File: config.mk
export PLATFORM = sky130hd
export DESIGN_NAME = irq_entry_seq
export DESIGN_NICKNAME = d
export VERILOG_FILES = /design/src/rtl/irq_seq_pkg.sv /design/src/rtl/irq_req_arb.sv /design/src/rtl/irq_vec_sel.sv /design/src/rtl/irq_stack_addr.sv /design/src/rtl/irq_entry_seq.sv
export SDC_FILE = /design/constraint.sdc
export NUM_CORES = 1
export LEC_CHECK = 0
export ABC_AREA = 0
export BUFFER_PORTS_ARGS = -buffer_cell sky130_fd_sc_hd__buf_2
export CAP_MARGIN = 30
export CELL_PAD_IN_SITES_DETAIL_PLACEMENT = 0
export CELL_PAD_IN_SITES_GLOBAL_PLACEMENT = 1
export CORE_ASPECT_RATIO = 0.75
export CORE_UTILIZATION = 37
export DETAILED_ROUTE_END_ITERATION = 10
export MAX_ROUTING_LAYER = met4
export PLACE_DENSITY = 0.8
export SYNTH_ARGS = -nofsm -noshare
export SYNTH_HDL_FRONTEND = slang
export SYNTH_SLANG_ARGS = --single-unit
File: constraint.sdc
create_clock -name clk -period 2.97 [get_ports clk]
set_input_delay 0.594 -clock clk [delete_from_list [all_inputs] [get_ports clk]]
set_output_delay 0.594 -clock clk [all_outputs]
set_load 0.01 [all_outputs]
File: src/rtl/irq_seq_pkg.sv
package irq_seq_pkg;
  typedef enum logic [2:0] {
    C_NONE, C_RST, C_ABT, C_NMI, C_IRQ, C_BRK, C_COP
  } cause_e;

  typedef enum logic [2:0] {
    S_IDLE, S_INIT, S_PB, S_PH, S_PL, S_PP, S_VLO, S_VHI
  } state_e;

  localparam int FL_I = 2;  // interrupt disable
  localparam int FL_D = 3;  // decimal mode
  localparam int FL_B = 4;  // software-trap marker in saved copy
  localparam int FL_U = 5;  // always-one bit in emulation copy
endpackage

File: src/rtl/irq_req_arb.sv
module irq_req_arb
  import irq_seq_pkg::*;
(
  input  logic   clk,
  input  logic   rst_n,
  input  logic   hw_reset_n,
  input  logic   nmi_n,
  input  logic   irq_n,
  input  logic   abort_n,
  input  logic   brk_trap,
  input  logic   cop_trap,
  input  logic   irq_mask,
  input  logic   boundary,
  output cause_e cause
);
  logic nmi_prev_q, nmi_pend_q, abt_pend_q;
  logic nmi_pend_d, abt_pend_d;
  logic nmi_fall, abt_req;

  assign nmi_fall = nmi_prev_q & ~nmi_n;
  assign abt_req  = abt_pend_q | ~abort_n;

  // fixed priority selection
  always_comb begin
    cause = C_NONE;
    if (!hw_reset_n)                 cause = C_RST;
    else if (boundary) begin
      if (abt_req)                   cause = C_ABT;
      else if (nmi_pend_q)           cause = C_NMI;
      else if (!irq_n && !irq_mask)  cause = C_IRQ;
      else if (brk_trap)             cause = C_BRK;
      else if (cop_trap)             cause = C_COP;
    end
  end

  always_comb begin
    if (!hw_reset_n) begin
      nmi_pend_d = 1'b0;
      abt_pend_d = 1'b0;
    end else begin
      nmi_pend_d = (nmi_pend_q & ~(cause == C_NMI)) | nmi_fall;
      abt_pend_d = abt_req & ~(cause == C_ABT);
    end
  end

  always_ff @(posedge clk or negedge rst_n) begin
    if (!rst_n) begin
      nmi_prev_q <= 1'b1;
      nmi_pend_q <= 1'b0;
      abt_pend_q <= 1'b0;
    end else begin
      nmi_prev_q <= nmi_n;
      nmi_pend_q <= nmi_pend_d;
      abt_pend_q <= abt_pend_d;
    end
  end
endmodule

File: src/rtl/irq_vec_sel.sv
module irq_vec_sel
  import irq_seq_pkg::*;
#(
  parameter int ADDR_W = 16
) (
  input  cause_e              cause,
  input  logic                native,
  output logic [ADDR_W-1:0]   vec
);
  logic [7:0] lo;

  always_comb begin
    unique case (cause)
      C_RST:   lo = 8'hFC;
      C_ABT:   lo = native ? 8'hE8 : 8'hF8;
      C_NMI:   lo = native ? 8'hEA : 8'hFA;
      C_BRK:   lo = native ? 8'hE6 : 8'hFE;
      C_COP:   lo = native ? 8'hE4 : 8'hF4;
      default: lo = native ? 8'hEE : 8'hFE;
    endcase
  end

  assign vec = {{(ADDR_W-8){1'b1}}, lo};
endmodule

File: src/rtl/irq_stack_addr.sv
module irq_stack_addr #(
  parameter int         ADDR_W = 16,
  parameter logic [7:0] PAGE   = 8'h01
) (
  input  logic [ADDR_W-1:0] sp,
  input  logic              native,
  output logic [ADDR_W-1:0] addr,
  output logic [ADDR_W-1:0] nxt
);
  logic [7:0] lo_dec;

  assign lo_dec = sp[7:0] - 8'd1;
  assign addr   = native ? sp : ADDR_W'({PAGE, sp[7:0]});
  assign nxt    = native ? sp - ADDR_W'(1) : ADDR_W'({PAGE, lo_dec});
endmodule

File: src/rtl/irq_entry_seq.sv
module irq_entry_seq
  import irq_seq_pkg::*;
#(
  parameter int         ADDR_W      = 16,
  parameter int         DATA_W      = 8,
  parameter int         INIT_CYCLES = 6,
  parameter logic [7:0] STACK_PAGE  = 8'h01
) (
  input  logic              clk,
  input  logic              rst_n,
  input  logic              hw_reset_n,
  input  logic              nmi_n,
  input  logic              irq_n,
  input  logic              abort_n,
  input  logic              brk_trap,
  input  logic              cop_trap,
  input  logic              insn_done,
  input  logic [ADDR_W-1:0] cur_pc,
  input  logic [ADDR_W-1:0] insn_start,
  input  logic [DATA_W-1:0] bank_in,
  input  logic [7:0]        status_in,
  input  logic              native_in,
  input  logic [ADDR_W-1:0] sp_in,
  input  logic [DATA_W-1:0] mem_rdata,
  output logic              busy,
  output logic              squash,
  output logic              mem_we,
  output logic              mem_re,
  output logic [ADDR_W-1:0] mem_addr,
  output logic [DATA_W-1:0] mem_wdata,
  output logic              pc_load,
  output logic [ADDR_W-1:0] pc_new,
  output logic [7:0]        status_out,
  output logic              native_out,
  output logic [ADDR_W-1:0] sp_out
);
  localparam int CNT_W = $clog2(INIT_CYCLES + 1);

  // reset: asynchronous assert, synchronous release
  logic [1:0] rst_sync_q;
  logic       rst_s_n;
  always_ff @(posedge clk or negedge rst_n) begin
    if (!rst_n) rst_sync_q <= 2'b00;
    else        rst_sync_q <= {rst_sync_q[0], 1'b1};
  end
  assign rst_s_n = rst_sync_q[1];

  state_e              state_q, state_d;
  logic [CNT_W-1:0]    cnt_q, cnt_d;
  cause_e              cause, cause_q;
  logic                nat_q;
  logic [7:0]          stat_q;
  logic [DATA_W-1:0]   bank_q, vlo_q;
  logic [ADDR_W-1:0]   ret_q, ret_sel, sp_q, sp_init;
  logic [ADDR_W-1:0]   stk_addr, stk_nxt, vec;
  logic                boundary, take, rst_hit, ctx_ld, push, sw_trap;
  logic [7:0]          saved_stat;

  assign boundary = (state_q == S_IDLE) & insn_done;
  assign rst_hit  = (cause == C_RST);
  assign take     = boundary & (cause != C_NONE) & ~rst_hit;
  assign ctx_ld   = take | rst_hit;
  assign push     = (state_q == S_PB) | (state_q == S_PH) |
                    (state_q == S_PL) | (state_q == S_PP);

  irq_req_arb u_arb (
    .clk, .rst_n(rst_s_n), .hw_reset_n, .nmi_n, .irq_n, .abort_n,
    .brk_trap, .cop_trap, .irq_mask(status_in[FL_I]), .boundary, .cause
  );

  irq_vec_sel #(.ADDR_W(ADDR_W)) u_vec (
    .cause(cause_q), .native(nat_q), .vec
  );

  irq_stack_addr #(.ADDR_W(ADDR_W), .PAGE(STACK_PAGE)) u_stk (
    .sp(sp_q), .native(nat_q), .addr(stk_addr), .nxt(stk_nxt)
  );

  // return address: abort and coinciding hardware entries replay the instruction
  always_comb begin
    unique case (cause)
      C_ABT:        ret_sel = insn_start;
      C_BRK, C_COP: ret_sel = insn_start + ADDR_W'(2);
      default:      ret_sel = (brk_trap | cop_trap) ? insn_start : cur_pc;
    endcase
  end

  assign sp_init = (native_in & ~rst_hit) ? sp_in
                                          : ADDR_W'({STACK_PAGE, sp_in[7:0]});

  // next state
  always_comb begin
    state_d = state_q;
    cnt_d   = cnt_q;
    if (rst_hit) begin
      state_d = S_INIT;
      cnt_d   = '0;
    end else begin
      unique case (state_q)
        S_IDLE: if (take) state_d = native_in ? S_PB : S_PH;
        S_INIT: begin
          if (cnt_q == CNT_W'(INIT_CYCLES - 1)) state_d = S_VLO;
          else                                  cnt_d   = cnt_q + CNT_W'(1);
        end
        S_PB:    state_d = S_PH;
        S_PH:    state_d = S_PL;
        S_PL:    state_d = S_PP;
        S_PP:    state_d = S_VLO;
        S_VLO:   state_d = S_VHI;
        default: state_d = S_IDLE;
      endcase
    end
  end

  always_ff @(posedge clk or negedge rst_s_n) begin
    if (!rst_s_n) begin
      state_q <= S_IDLE;
      cnt_q   <= '0;
    end else begin
      state_q <= state_d;
      cnt_q   <= cnt_d;
    end
  end

  // context capture, clock-enabled
  always_ff @(posedge clk or negedge rst_s_n) begin
    if (!rst_s_n) begin
      cause_q <= C_NONE;
      nat_q   <= 1'b0;
      stat_q  <= '0;
      bank_q  <= '0;
      ret_q   <= '0;
    end else if (ctx_ld) begin
      cause_q <= cause;
      nat_q   <= native_in & ~rst_hit;
      stat_q  <= status_in;
      bank_q  <= bank_in;
      ret_q   <= ret_sel;
    end
  end

  always_ff @(posedge clk or negedge rst_s_n) begin
    if (!rst_s_n)                 sp_q <= '0;
    else if (ctx_ld)              sp_q <= sp_init;
    else if (push)                sp_q <= stk_nxt;
  end

  always_ff @(posedge clk or negedge rst_s_n) begin
    if (!rst_s_n)                 vlo_q <= '0;
    else if (state_q == S_VLO)    vlo_q <= mem_rdata;
  end

  // saved status image
  assign sw_trap = (cause_q == C_BRK) | (cause_q == C_COP);
  always_comb begin
    saved_stat = stat_q;
    if (!nat_q) begin
      saved_stat[FL_U] = 1'b1;
      saved_stat[FL_B] = sw_trap;
    end
  end

  // bus outputs
  always_comb begin
    mem_addr  = '0;
    mem_wdata = '0;
    unique case (state_q)
      S_PB:  begin mem_addr = stk_addr; mem_wdata = bank_q;                end
      S_PH:  begin mem_addr = stk_addr; mem_wdata = ret_q[15:8];           end
      S_PL:  begin mem_addr = stk_addr; mem_wdata = ret_q[7:0];            end
      S_PP:  begin mem_addr = stk_addr; mem_wdata = saved_stat;            end
      S_VLO: mem_addr = vec;
      S_VHI: mem_addr = vec + ADDR_W'(1);
      default: ;
    endcase
  end

  assign busy       = (state_q != S_IDLE);
  assign squash     = take & (cause == C_ABT);
  assign mem_we     = push;
  assign mem_re     = (state_q == S_VLO) | (state_q == S_VHI);
  assign pc_load    = (state_q == S_VHI);
  assign pc_new     = {mem_rdata, vlo_q};
  assign native_out = nat_q;
  assign sp_out     = sp_q;

  always_comb begin
    status_out       = stat_q;
    status_out[FL_I] = 1'b1;
    status_out[FL_D] = 1'b0;
  end
endmodule

==> results.md <==
* Antenna violations before repair at 0
* Internal power at 2720 uW
* Mapped Avg Cell Area at 8.51 sq um
* HPWL after DPL at 10200 um
* Actual slew at the worst max-slew pin at 598 ps
* Largest net degree at the start of global routing at 58
* CTS sink count at 71
* Drt wl/cell at 16.5 um
* CP startpoint kind: register
* Die width at 130 um
* Root buffer cell: clkbuf_16
* Reg power frac at 33.6%
* Final wirelength at 13600 um
* # H-tree levels at 3
* Yosys top cell area share at 38.6%
* Gr usage total at 22.6%
* Area of the multi-input gates at 2450 sq um
* Setup TNS at 0 ps
* Final period utilization at 86.8%
* Vias per inst at 5.41
* Util after Layout at 48.1%
* Placed cell areas at 5340 sq um
* Synth Warn # at 0
* Vias in the first global route at 4066
* Total I/O pin count at 152
* CTS tree: built
* Most numerous cell in the Yosys netlist: nand2_1
* Critical Path AT at 1980 ps
* Area growth syn-to-layout at 24.8%
* P_sw at 1740 uW
* Final setup viols at 0
* Synth unique cells at 57
* Final-layout fill cell count at 1145
* Clk slew on worst S/H paths at 60 ps
* Synth Register Bits at 71
* Hold Crit Class: in -> async
* Final critical path time including I/O delays and setup at 2580 ps
* Synth top cells by count: nand2_1, dfrtp_1, a21oi_1, mux2i_1, nor2_1
* Final Net Count at 739
* Grt total ovfl at 0
* Gate Count Post-Synth at 534
* Cell Count, Final, Fillers Out at 820
* Drt drc at 0
* Highest clock rate at 388 MHz
* Rows at 34
* Post-place setup slack at 460 ps
* Initial Utilization at 38.5%
* Longest Clk Path Bufs at 2
* Max Cap Viol at 0
* Die ar. at 12700 sq um
* Maximum VDD drop at 0.357 mV
* Clock Skew at 6.42 ps
* Combinational Power Share at 39.5%
* Reg2reg setup slack at 450 ps
* Clock power frac at 26.9%
* Area contributors post-synth: dfrtp_1, nand2_1, mux2i_1, a21oi_1, o21ai_0
* Remaining antenna violation count at 0
* Worst-case reg-to-reg path depth at 5
* Slew headroom at 60.1%
* Max FO, Critical Path at 11
* First-pass GRT wire length at 21400 um
* Worst Setup End Kind: primary output
* RSZ-0062 raised after global routing: false
* Cell taking the most area after synthesis: dfrtp_1
* Post-CTS resize count at 0
* Worst r2r src: state_q[1]
* Clk Latency, worst-skew pair at 340 ps
* Post-synth EDFFs at 0
* Die Ht at 98.0 um
* Via count at 4438
* P_leak at 0.00270 uW
* Fin. max-slew vios at 0
* GPL Wtd Cong at 0.889
* Register area share after synthesis at 39.1%
* CTS buffer count at 9
* Antenna diode count at 0
* Layout cell share with drive strength beyond 1 at 29.3%
* Dpl cells at 804
* Core area at 11800 sq um
* Worst EP required at 2380 ps
* Switch share at 39.0%
* Ys async rst share at 100%
* Final hold viol count at 0
* Main flop type after synthesis: dfrtp_1
* First drt pass iteration count at 7
* Outcome: finished clean
* Buffers inserted by post-CTS timing repair at 0
* R2r endpoint: ret_q[3]
* Post-synthesis cell area at 4540 sq um
* Starting DRT DRC Count at 321
* Finished Cell Area at 5670 sq um
* Power density over cell area at 788 nW/um^2
* FF+latch area at 1780 sq um
* Crit path kind: reg -> out
* Port buffer count at 149
* Setup ws final at 392 ps
* Cts hold-fix bufs at 0
==> through the flow <==
step,power [uW],hold slack (ps)
after global routing,4740,24.2
final,4460,32.3
after floorplan,2620,298
after detailed placement,3280,186
after global placement,3230,181
after CTS,4490,26.8
==> final cells by class <==
| cell class | instances | share of cell area [%] |
|---|---|---|
| clock buffer | 9 | 3.97 |
| clock inverter | 7 | 1.85 |
| inverter | 10 | 0.662 |
| multi-input combinational | 399 | 43.2 |
| sequential | 71 | 31.4 |
| tap | 162 | 3.58 |
| timing repair buffer | 162 | 15.3 |
==> cells by family after synthesis <==
logic type               Yosys count  synth area share (%)
AND/OR/NAND/NOR                  207                  22.2
other                              2                 0.165
flip-flops                        71                  39.1
AO/OA/AOI/OAI                    128                  17.9
XOR/XNOR                          15                  2.89
adder cells (fa/ha/maj)            8                  1.98
multiplexers                      38                  8.60
buffers and inverters             65                  7.11
==> power groups by stage <==
| stage | clock network, uW | logic, uW | registers, uW |
|---|---|---|---|
| global placement | 0 | 1730 | 1500 |
| global route | 1260 | 1950 | 1530 |
| detailed placement | 0 | 1770 | 1510 |
| CTS | 1220 | 1770 | 1500 |
| finish | 1200 | 1770 | 1500 |
| floorplan | 0 | 1170 | 1450 |
==> placed cells by master (no fill, tap or decap), drive strengths merged, types with 11 or more instances in the layout <==
cell	netlist	routed
o22ai	13	13
nor3	13	13
nor2	29	29
inv	9	11
dfrtp	70	70
buf	29	162
a21oi	30	30
nand3	14	14
mux2i	30	30
nand2	87	87
o21ai	33	33
==> state kept, by name (all words and copies together), names as in the netlist <==
signal	flops
stat_q	8
cnt_q	3
sp_out	16
state_q	3
ret_q	16
bank_q	8
vlo_q	8
native_out	1
cause_q	3
u_arb.nmi_pend_q	1
u_arb.abt_pend_q	1
rst_sync_q	2
u_arb.nmi_prev_q	1
==> how the worst max path moves through the flow <==
stage             startpoint          to  cells past startpoint
3_3_place_gp         abort_n  state_q[0]                      7
6_report          state_q[1]      squash                      4
2_1_floorplan  rst_sync_q[1]   bank_q[0]                      0
4_1_cts           state_q[1]      squash                      4
3_5_place_dp       insn_done    ret_q[3]                      6
5_1_grt           state_q[1]    ret_q[1]                      5
==> metal layers <==
metal	up-vias	track usage, %	part of all wire (%)
li1	2134	-	-
met1	2114	32.4	49
met2	181	33.0	44
met3	9	4.33	6.2
met4	0	4.29	0.71
met5	-	-	0
==> worst max-delay path: stages, from the launching register on <==
cell and delay, ps:
dfrtp_1 530, nor4b_4 630, nand3_1 220, clkinv_1 120
buf_2 140
Note: power is estimated with default switching activity, not from simulation.
